`src/rtl/irqsum_pkg.sv`:
```
package irqsum_pkg;

    // Group positions in the summary register; neighbours decode these.
    typedef enum int unsigned {
        GRP_RX   = 0,
        GRP_TX   = 1,
        GRP_MISC = 2
    } grp_idx_e;

    localparam int unsigned GRP_COUNT = 3;

    // Register addresses on the access port.
    localparam logic [1:0] ADR_SUMMARY = 2'd0;
    localparam logic [1:0] ADR_MASK    = 2'd1;

endpackage

```
`src/rtl/irqsum_sticky.sv`:
```
module irqsum_sticky #(
    parameter int unsigned NUM_GRP = 3
) (
    input  logic               clk,
    input  logic               rst_n,
    input  logic [NUM_GRP-1:0] grp_in,
    input  logic               clr,
    output logic [NUM_GRP-1:0] sum_q
);

    typedef struct packed {
        logic [NUM_GRP-1:0] sum;
    } st_t;

    st_t st_d, st_q;

    always_comb begin
        st_d = st_q;
        for (int i = 0; i < NUM_GRP; i++) begin
            if (clr) begin
                st_d.sum[i] = grp_in[i];
            end else begin
                st_d.sum[i] = st_q.sum[i] | grp_in[i];
            end
        end
    end

    always_ff @(posedge clk) begin
        if (!rst_n) begin
            st_q <= '0;
        end else begin
            st_q <= st_d;
        end
    end

    assign sum_q = st_q.sum;

    for (genvar g = 0; g < NUM_GRP; g++) begin : g_chk
        // an active line is caught on the next cycle
        p_catch_r3: assert property (@(posedge clk) disable iff (!rst_n)
            grp_in[g] |=> sum_q[g]);
        // a caught bit holds until a clearing read
        p_hold_r3: assert property (@(posedge clk) disable iff (!rst_n)
            (sum_q[g] && !clr) |=> sum_q[g]);
        // after a clearing read the bit follows the line level of the read cycle
        p_clr_r4: assert property (@(posedge clk) disable iff (!rst_n)
            (clr && !grp_in[g]) |=> !sum_q[g]);
    end

endmodule

```
`src/rtl/irqsum_maskreg.sv`:
```
module irqsum_maskreg #(
    parameter int unsigned DATA_W = 32
) (
    input  logic              clk,
    input  logic              rst_n,
    input  logic              wr,
    input  logic [DATA_W-1:0] wdata,
    output logic [DATA_W-1:0] mask_q
);

    typedef struct packed {
        logic [DATA_W-1:0] mask;
    } st_t;

    st_t st_d, st_q;

    always_comb begin
        st_d = st_q;
        if (wr) begin
            st_d.mask = wdata;
        end
    end

    always_ff @(posedge clk) begin
        if (!rst_n) begin
            st_q.mask <= '1;
        end else begin
            st_q <= st_d;
        end
    end

    assign mask_q = st_q.mask;

    // mask changes only through a write
    p_mask_stable_r6: assert property (@(posedge clk) disable iff (!rst_n)
        !wr |=> $stable(mask_q));

endmodule

```
`src/rtl/irqsum_regdec.sv`:
```
module irqsum_regdec
    import irqsum_pkg::*;
#(
    parameter int unsigned DATA_W  = 32,
    parameter int unsigned ADDR_W  = 2,
    parameter int unsigned NUM_GRP = 3
) (
    input  logic               clk,
    input  logic               rst_n,
    input  logic [ADDR_W-1:0]  addr,
    input  logic               rd,
    input  logic               wr,
    input  logic [NUM_GRP-1:0] sum,
    input  logic [DATA_W-1:0]  mask,
    output logic               sum_clr,
    output logic               mask_wr,
    output logic [DATA_W-1:0]  rdata
);

    localparam int unsigned PAD_W = DATA_W - NUM_GRP;

    logic hit_sum, hit_mask;

    assign hit_sum  = (addr == ADDR_W'(ADR_SUMMARY));
    assign hit_mask = (addr == ADDR_W'(ADR_MASK));
    assign sum_clr  = rd & hit_sum;
    assign mask_wr  = wr & hit_mask;

    always_comb begin
        rdata = '0;
        if (hit_sum) begin
            rdata = {{PAD_W{1'b0}}, sum};
        end else if (hit_mask) begin
            rdata = mask;
        end
    end

    // summary reads carry nothing above the group bits
    p_upper_zero_r2: assert property (@(posedge clk) disable iff (!rst_n)
        hit_sum |-> (rdata[DATA_W-1:NUM_GRP] == '0));
    // a write never clears the summary
    p_wr_noclr_r5: assert property (@(posedge clk) disable iff (!rst_n)
        (wr && !rd) |-> !sum_clr);

endmodule

```
`src/rtl/irq_summary_agg.sv`:
```
module irq_summary_agg
    import irqsum_pkg::*;
#(
    parameter int unsigned DATA_W  = 32,
    parameter int unsigned ADDR_W  = 2,
    parameter int unsigned NUM_GRP = GRP_COUNT
) (
    input  logic               clk,
    input  logic               rst_n,
    input  logic [NUM_GRP-1:0] grp_irq,
    input  logic [ADDR_W-1:0]  reg_addr,
    input  logic               reg_wr,
    input  logic               reg_rd,
    input  logic [DATA_W-1:0]  reg_wdata,
    output logic [DATA_W-1:0]  reg_rdata,
    output logic               host_irq
);

    logic [NUM_GRP-1:0] sum_q;
    logic [DATA_W-1:0]  mask_q;
    logic               sum_clr;
    logic               mask_wr;

    irqsum_sticky #(.NUM_GRP(NUM_GRP)) u_sticky (
        .clk    (clk),
        .rst_n  (rst_n),
        .grp_in (grp_irq),
        .clr    (sum_clr),
        .sum_q  (sum_q)
    );

    irqsum_maskreg #(.DATA_W(DATA_W)) u_mask (
        .clk    (clk),
        .rst_n  (rst_n),
        .wr     (mask_wr),
        .wdata  (reg_wdata),
        .mask_q (mask_q)
    );

    irqsum_regdec #(
        .DATA_W  (DATA_W),
        .ADDR_W  (ADDR_W),
        .NUM_GRP (NUM_GRP)
    ) u_dec (
        .clk     (clk),
        .rst_n   (rst_n),
        .addr    (reg_addr),
        .rd      (reg_rd),
        .wr      (reg_wr),
        .sum     (sum_q),
        .mask    (mask_q),
        .sum_clr (sum_clr),
        .mask_wr (mask_wr),
        .rdata   (reg_rdata)
    );

    assign host_irq = |(sum_q & ~mask_q[NUM_GRP-1:0]);

    // a fully masked group field keeps the host line low
    p_masked_quiet_r8: assert property (@(posedge clk) disable iff (!rst_n)
        (&mask_q[NUM_GRP-1:0]) |-> !host_irq);
    // the host line needs a pending summary bit
    p_irq_source_r7: assert property (@(posedge clk) disable iff (!rst_n)
        host_irq |-> (|sum_q));
    // leaving reset the summary is empty and the line is low
    p_reset_state_r1: assert property (@(posedge clk)
        !rst_n |=> (sum_q == '0) && !host_irq);

endmodule

```
`config.mk`:
```
export PLATFORM = sky130hd
export DESIGN_NAME = irq_summary_agg
export DESIGN_NICKNAME = d
export VERILOG_FILES = /design/src/rtl/irqsum_pkg.sv /design/src/rtl/irqsum_sticky.sv /design/src/rtl/irqsum_maskreg.sv /design/src/rtl/irqsum_regdec.sv /design/src/rtl/irq_summary_agg.sv
export SDC_FILE = /design/constraint.sdc
export NUM_CORES = 1
export LEC_CHECK = 0
export BUFFER_PORTS_ARGS = -buffer_cell sky130_fd_sc_hd__buf_2
export CAP_MARGIN = 20
export CORE_ASPECT_RATIO = 1.4
export CORE_MARGIN = 1.5
export CORE_UTILIZATION = 46
export DETAILED_ROUTE_END_ITERATION = 6
export MAX_ROUTING_LAYER = met4
export PLACE_DENSITY = 0.79
export SLEW_MARGIN = 15
export SYNTH_ARGS = -nofsm -noshare
export SYNTH_HDL_FRONTEND = slang
export SYNTH_HIERARCHICAL = 1
export SYNTH_SLANG_ARGS = --single-unit
export TNS_END_PERCENT = 30
```
`constraint.sdc`:
```
create_clock -name clk -period 1.65 [get_ports clk]
set_input_delay 0.0825 -clock clk [delete_from_list [all_inputs] [get_ports clk]]
set_output_delay 0.0825 -clock clk [all_outputs]
set_load 0.1 [all_outputs]
```
==> results of run 1 <==
[timing repair]
item,4_1_cts,5_1_grt
gates resized for setup,0,0
setup endpoints to repair,0,0
hold buffers,0,2
endpoints found under the hold margin,0,2
[stage by stage]
step                cells  hold slack, ns  utilization, %  power, mW
finish                270        0.005879           73.08      2.208
global route          270        0.002320           73.08      2.298
CTS                   268       0.0004095           72.49      2.225
detailed placement    262          0.3015           70.32      1.674
global placement      262          0.2961           70.32      1.667
floorplan             158          0.1444               -      1.410
[worst min path at each step]
stage            startpoint                        endpoint  cells past startpoint
2_1_floorplan         rst_n  u_mask/mask_q[29]$_SDFFE_PN1P_                      1
3_3_place_gp     grp_irq[0]    u_sticky/sum_q[0]$_SDFF_PN0_                      2
3_5_place_dp     grp_irq[0]    u_sticky/sum_q[0]$_SDFF_PN0_                      2
4_1_cts          grp_irq[0]    u_sticky/sum_q[0]$_SDFF_PN0_                      2
5_1_grt        reg_wdata[8]   u_mask/mask_q[8]$_SDFFE_PN1P_                      3
6_report       reg_wdata[9]   u_mask/mask_q[9]$_SDFFE_PN1P_                      3
[flip-flops by register name, summed over array words and instances (netlist names)]
register / cells
u_mask/mask_q: 32
u_sticky/sum_q: 3
[power breakdown]
part | switching (mW) | total, mW | internal [mW]
combinational | 0.487 | 0.760 | 0.273
sequential | 0.0165 | 0.895 | 0.878
clock | 0.273 | 0.553 | 0.280
[Yosys cell counts]
cell / number
and2_1: 22
buf_8: 3
nor2b_1: 3
nand2b_1: 1
nor3b_1: 1
o21a_1: 3
nand2_1: 32
mux2i_1: 35
buf_6: 5
nor2_1: 3
and2_2: 8
nor2b_4: 1
o221ai_2: 1
clkbuf_1: 3
dfxtp_1: 35
inv_1: 2
[final cells by class]
class | count | area [um2] | share of cell area (%)
inverter | 2 | 7.507 | 0.3069
clock buffer | 6 | 72.57 | 2.967
multi-input combinational | 110 | 767.0 | 31.36
timing repair buffer | 77 | 848.3 | 34.68
sequential | 35 | 700.7 | 28.64
tap | 40 | 50.05 | 2.046
[cell families after synthesis]
group / Yosys count / share of synthesized area, %
mux: 35 / 22.12
compound gates: 4 / 2.369
flops: 35 / 44.23
buf+inv: 13 / 7.583
simple gates: 71 / 23.70
[layout by cell type, fill, tap and decap left out, drive strengths merged, types with 2 or more instances in the layout]
cell	count
clkbuf	6
dfxtp	35
inv	2
mux2i	35
nand2	32
nor2	3
dlygate4sd3	2
o21a	3
and2	30
nor2b	4
buf	75
[layer usage]
layer | vias to the layer above | share of wire [%] | track usage (%) | wire length [um]
met5 | - | 0 | - | 0
met1 | 592 | 39 | 20.97 | 1294
met4 | 0 | 2.2 | 9.117 | 73
li1 | 649 | - | - | -
met2 | 53 | 52 | 33.89 | 1746
met3 | 8 | 6.7 | 6.379 | 223
[tightest hold or removal path, stage by stage]
cell and delay [ns]:
buf_2 0.08, mux2i_1 0.05, nand2_1 0.05
==> metrics.yaml, run 1 <==
crit_family: "buffers and inverters"
worstMarginPinSlew_ns: 0.5891
synth_nets: 199
setup_tns_ns: 0
wl_per_cell_um: 12.36
r2r_cells: 2
p_per_area_mw_per_mm2: 902.8
dpl.hpwl_um: 2475
dpl_cell_area_mm2: 0.002354
yosysTopAreaCell: "dfxtp_1"
max_freq_mhz: 725.0
drc_errors: 0
final_area_mm2: 0.002446
end_kind: "output pin"
die_h_um: 72.43
holdCritPathClass: "input port to register"
crit_start: "u_sticky/sum_q[2]$_SDFF_PN0_"
cp_slowest_cell: "buf_2"
synth_area_leaders: "dfxtp_1 44%, mux2i_1 22%, and2_1 8.7%, nand2_1 7.6%, and2_2 3.8%"
gp_congestion: 0.7330
core_area_mm2: 0.003347
path_class: "register to output pin"
crit_arrival_ns: 1.30
synth_cells: 158
diodes: 0
cts_tree: "built"
rsz0062_at_grt: "no"
crit_chain: "inv_1 > o221ai_2 > buf_2"
htree_levels: 2
drtAntennaViolNets: 0
antenna_found_initial: 0
period_needed_ns: 1.379
final_hold_viol_count: 0
grt_max_degree: 36
drt_wl_total_um: 3338
synth_cell_types: 16
num_rows: 25
dieArea_mm2: 0.003809
pre_cts_slack_ns: 0.3656
vias: 1302
first_iter_violations: 42
postCtsSetupBuffers: 0
status: "finished, final reports clean"
ys_warn_count: 6
cp.depth: 3
start_util_pct: 47.33
numCtsBuffers: 5
grt_pass1_wl_um: 5464
synth_area_mm2: 0.001584
rr_startpoint: "u_sticky/sum_q[0]$_SDFF_PN0_"
synth_seq_cells: 35
gr-total-overflow: 0
cts_sinks: 35
clk_latency_ns: 0.29
synth_top_area_share_pct: 44.23
grt_usage_pct: 20.13
syn-mean-instance-area_um2: 10.03
clock-root-buffer: "clkbuf_8"
rr_endpoint: "u_sticky/sum_q[0]$_SDFF_PN0_"
die_w_um: 52.60
worstPathBufferInverterCount: 2
maxSlewViolCount: 0
crit_path_end: "host_irq"
leakagePower_nw: 1.053
max_stage_delay_ns: 0.45
cap_violations: 0
pin_count: 74
fin_crit_sh_pct: 83.60
cts_buffer_depth: 2
fin_ws_ns: 0.2707
crit_fanout: 3
setup_viol: 0
first_pass_iters: 4
fin_nets: 272
port_buffers: 73
timing.reg2reg.setup_slack_ns: 0.92
drive_above_1_share_pct: 40.00
nFillCells: 241
grt_pass1_vias: 1290
vias_per_cell: 4.822
finClkSkew_ns: 0
slew_headroom_pct: 60.73
critPathLaunchType: "register"
ys_seq_area_share_pct: 44.23
clk_pin_slew_ns: 0.06
syn2layout_area_growth_pct: 54.42
max-vdd-ir-drop_mv: 0.7195
crit_required_ns: 1.57
Note: power is estimated with default switching activity, not from simulation.
==> run 2: changes to the inputs <==
Settings changed: ABC_AREA set to 1, CORE_UTILIZATION 46 to 47.
Clock period 1.65 ns to 1.4 ns, I/O delays scaled along.
==> metrics.yaml, run 2 <==
syn-mean-instance-area_um2: 7.433  # was 10.03 um2
synth_nets: 277  # was 199
numCtsBuffers: 5  # unchanged
htree_levels: 2  # unchanged
grt_pass1_wl_um: 6879  # was 5464 um
end_kind: "output pin"  # unchanged
pin_count: 74  # unchanged
path_class: "register to output pin"  # unchanged
fin_nets: 377  # was 272
rsz0062_at_grt: "no"  # unchanged
core_area_mm2: 0.003611  # was 0.003347 mm2
critPathLaunchType: "register"  # unchanged
drt_wl_total_um: 4655  # was 3338 um
ys.flop_type: "dfxtp_1"  # unchanged
ys_warn_count: 6  # unchanged
grt_max_degree: 34  # was 36
crit_fanout: 3  # unchanged
cts_tree: "built"  # unchanged
crit_arrival_ns: 1.26  # was 1.30 ns
gr-total-overflow: 0  # unchanged
synth_most_common_cell: "nand2_1"
largest_reg_flops: 32  # unchanged
dpl.hpwl_um: 3051  # was 2475 um
synth-edff-count: 0  # unchanged
finClkSkew_ns: 0  # unchanged
dieArea_mm2: 0.004113  # was 0.003809 mm2
first_iter_violations: 72  # was 42
async_flop_share_pct: 0  # unchanged
fin_util_pct: 80.87  # was 73.08%
diodes: 0  # unchanged
clock-root-buffer: "clkbuf_8"  # unchanged
cp_slowest_cell: "buf_2"  # unchanged
num_rows: 26  # was 25
clk_latency_ns: 0.28  # was 0.29 ns
holdCritPathClass: "input port to register"  # unchanged
start_util_pct: 48.58  # was 47.33%
final_common_cell: "nand2_1"  # was buf_2
maxSlewViolCount: 0  # unchanged
first_pass_iters: 4  # unchanged
syn2layout_area_growth_pct: 66.48  # was 54.42%
die_w_um: 54.63  # was 52.60 um
cts_buffer_depth: 2  # unchanged
synth_top_area_share_pct: 39.94  # was 44.23%
synth_commonest_cells: "66 x nand2_1, 38 x inv_1, 35 x dfxtp_1, 27 x nor2_2, 26 x nand3_1"  # was 35 x dfxtp_1, 35 x mux2i_1, 32 x nand2_1, 22 x and2_1, 8 x and2_2
ys_seq_area_share_pct: 39.94  # was 44.23%
status: "finished, final reports clean"  # unchanged
antenna_found_initial: 0  # unchanged
max_freq_mhz: 754.5
drc_errors: 0  # unchanged
setup_tns_ns: 0  # unchanged
synth_cell_types: 17  # was 16
mostFrequentLayoutCells: "66 x nand2_1, 43 x buf_2, 38 x inv_1"  # was 44 x buf_2, 35 x mux2i_1, 35 x dfxtp_1
hold_ws_ns: 0.01079  # was 0.005879 ns
synth_area_mm2: 0.001754  # was 0.001584 mm2
crit_family: "buffers and inverters"  # unchanged
clk_pin_slew_ns: 0.07  # was 0.06 ns
die_h_um: 75.29  # was 72.43 um
synth_seq_cells: 35  # unchanged
vias_per_cell: 4.709  # was 4.822
leakagePower_nw: 1.646  # was 1.053 nW
yosysTopAreaCell: "dfxtp_1"  # unchanged
cap_violations: 0  # unchanged
dp_cells: 342  # was 262
synth_cells: 236  # was 158
fin_crit_sh_pct: 94.67
wl_per_cell_um: 12.31  # was 12.36 um
p_total_mw: 2.866  # was 2.208 mW
final_hold_viol_count: 0  # unchanged
crit_required_ns: 1.33  # was 1.57 ns
grt_usage_pct: 24.10  # was 20.13%
period_needed_ns: 1.325
port_buffers: 73  # unchanged
vias: 1780  # was 1302
crit_chain: "nand3_1 > nand2_1 > buf_2"  # was inv_1 > o221ai_2 > buf_2
stdcell_count: 378  # was 270
worstPathBufferInverterCount: 1  # was 2
p_per_area_mw_per_mm2: 981.4  # was 902.8 mW/mm2
slew_headroom_pct: 67.87  # was 60.73%
max_stage_delay_ns: 0.41  # was 0.45 ns
drtAntennaViolNets: 0  # unchanged
nFillCells: 234  # was 241
gp_congestion: 0.6737  # was 0.7330
synth_area_leaders: "dfxtp_1 40%, nand2_1 14%, nor2_2 9.6%, inv_1 8.1%, nand3_1 7.4%"  # was dfxtp_1 44%, mux2i_1 22%, and2_1 8.7%, nand2_1 7.6%, and2_2 3.8%
max-vdd-ir-drop_mv: 0.8238  # was 0.7195 mV
setup_viol: 0  # unchanged
grt_pass1_vias: 1649  # was 1290
cts_sinks: 35  # unchanged
drive_above_1_share_pct: 40.77  # was 40.00%
worstMarginPinSlew_ns: 0.4853  # was 0.5891 ns
run 2: cell count changes in the layout (fill, tap and decap cells not counted), sizes merged, moves of 27 or more:
cell / delta
nor2: +28
dlygate4sd3: +27
nand2: +45
and2: -30
inv: +38
nand3: +36
mux2i: -35
run 2: final cells by class:
cell class | count | area [um2] | share of cell area, %
clock buffer | 6 | 82.58 | 2.828
clock inverter | 1 | 5.005 | 0.1714
inverter | 40 | 155.1 | 5.313
multi-input combinational | 148 | 775.7 | 26.56
sequential | 35 | 700.7 | 23.99
tap | 42 | 52.55 | 1.799
timing repair buffer | 106 | 1149 | 39.33
run 2: report_power, final:
group | leakage [nW] | switching (mW) | internal [mW]
combinational | 1.31 | 0.678 | 0.373
clock | 0.0470 | 0.345 | 0.385
sequential | 0.288 | 0.0339 | 1.05
total | 1.65 | 1.06 | 1.81
run 2: routing by layer:
layer  vias to the layer above  part of all wire (%)  track usage [%]
li1                        895                     -                -
met1                       830                    38            23.66
met2                        46                    56            42.99
met3                         9                   3.1            5.952
met4                         0                   2.5            10.83
met5                         -                     0                -
run 2: cell families (layout without fill, tap and decap cells):
| family | after synthesis | in the layout | share of synthesized area (%) |
|---|---|---|---|
| DFF | 35 | 35 | 39.94 |
| AOI/OAI and AO/OA | 3 | 3 | 0.8557 |
| buffers and inverters | 53 | 153 | 15.83 |
| and+or+nand+nor | 145 | 145 | 43.37 |
run 2: final timing paths:
check	startpoint	endpoint	slack [ns]	cells past startpoint
worst max-delay path	u_mask/mask_q[0]$_SDFFE_PN1P_	reg_rdata[0]	0.07	3
worst min-delay path	reg_wdata[3]	u_mask/mask_q[3]$_SDFFE_PN1P_	0.01	3
worst max register to register	u_sticky/sum_q[0]$_SDFF_PN0_	u_sticky/sum_q[0]$_SDFF_PN0_	0.78	2
worst min register to register	u_mask/mask_q[13]$_SDFFE_PN1P_	u_mask/mask_q[13]$_SDFFE_PN1P_	0.46	2
run 2: repair_timing:
action | in CTS | in global routing
hold endpoints to repair | 29 | 0
hold buffers | 29 | 0
gates resized for setup | 0 | 1
setup endpoints to repair | 0 | 1
setup buffers | 0 | 0
run 2: tightest hold or removal path, cell delays in order:
cell and delay, ns:
buf_2 0.08, nand2_1 0.06, nand3_2 0.06
run 2: metrics by stage:
stage | setup WS, ns | cell area, um2
CTS | 0.06099 | 2918
detailed placement | 0.2429 | 2540
global placement | 0.3061 | 2540
global route | 0.007204 | 2920
finish | 0.07455 | 2920
floorplan | 0.1433 | 1754
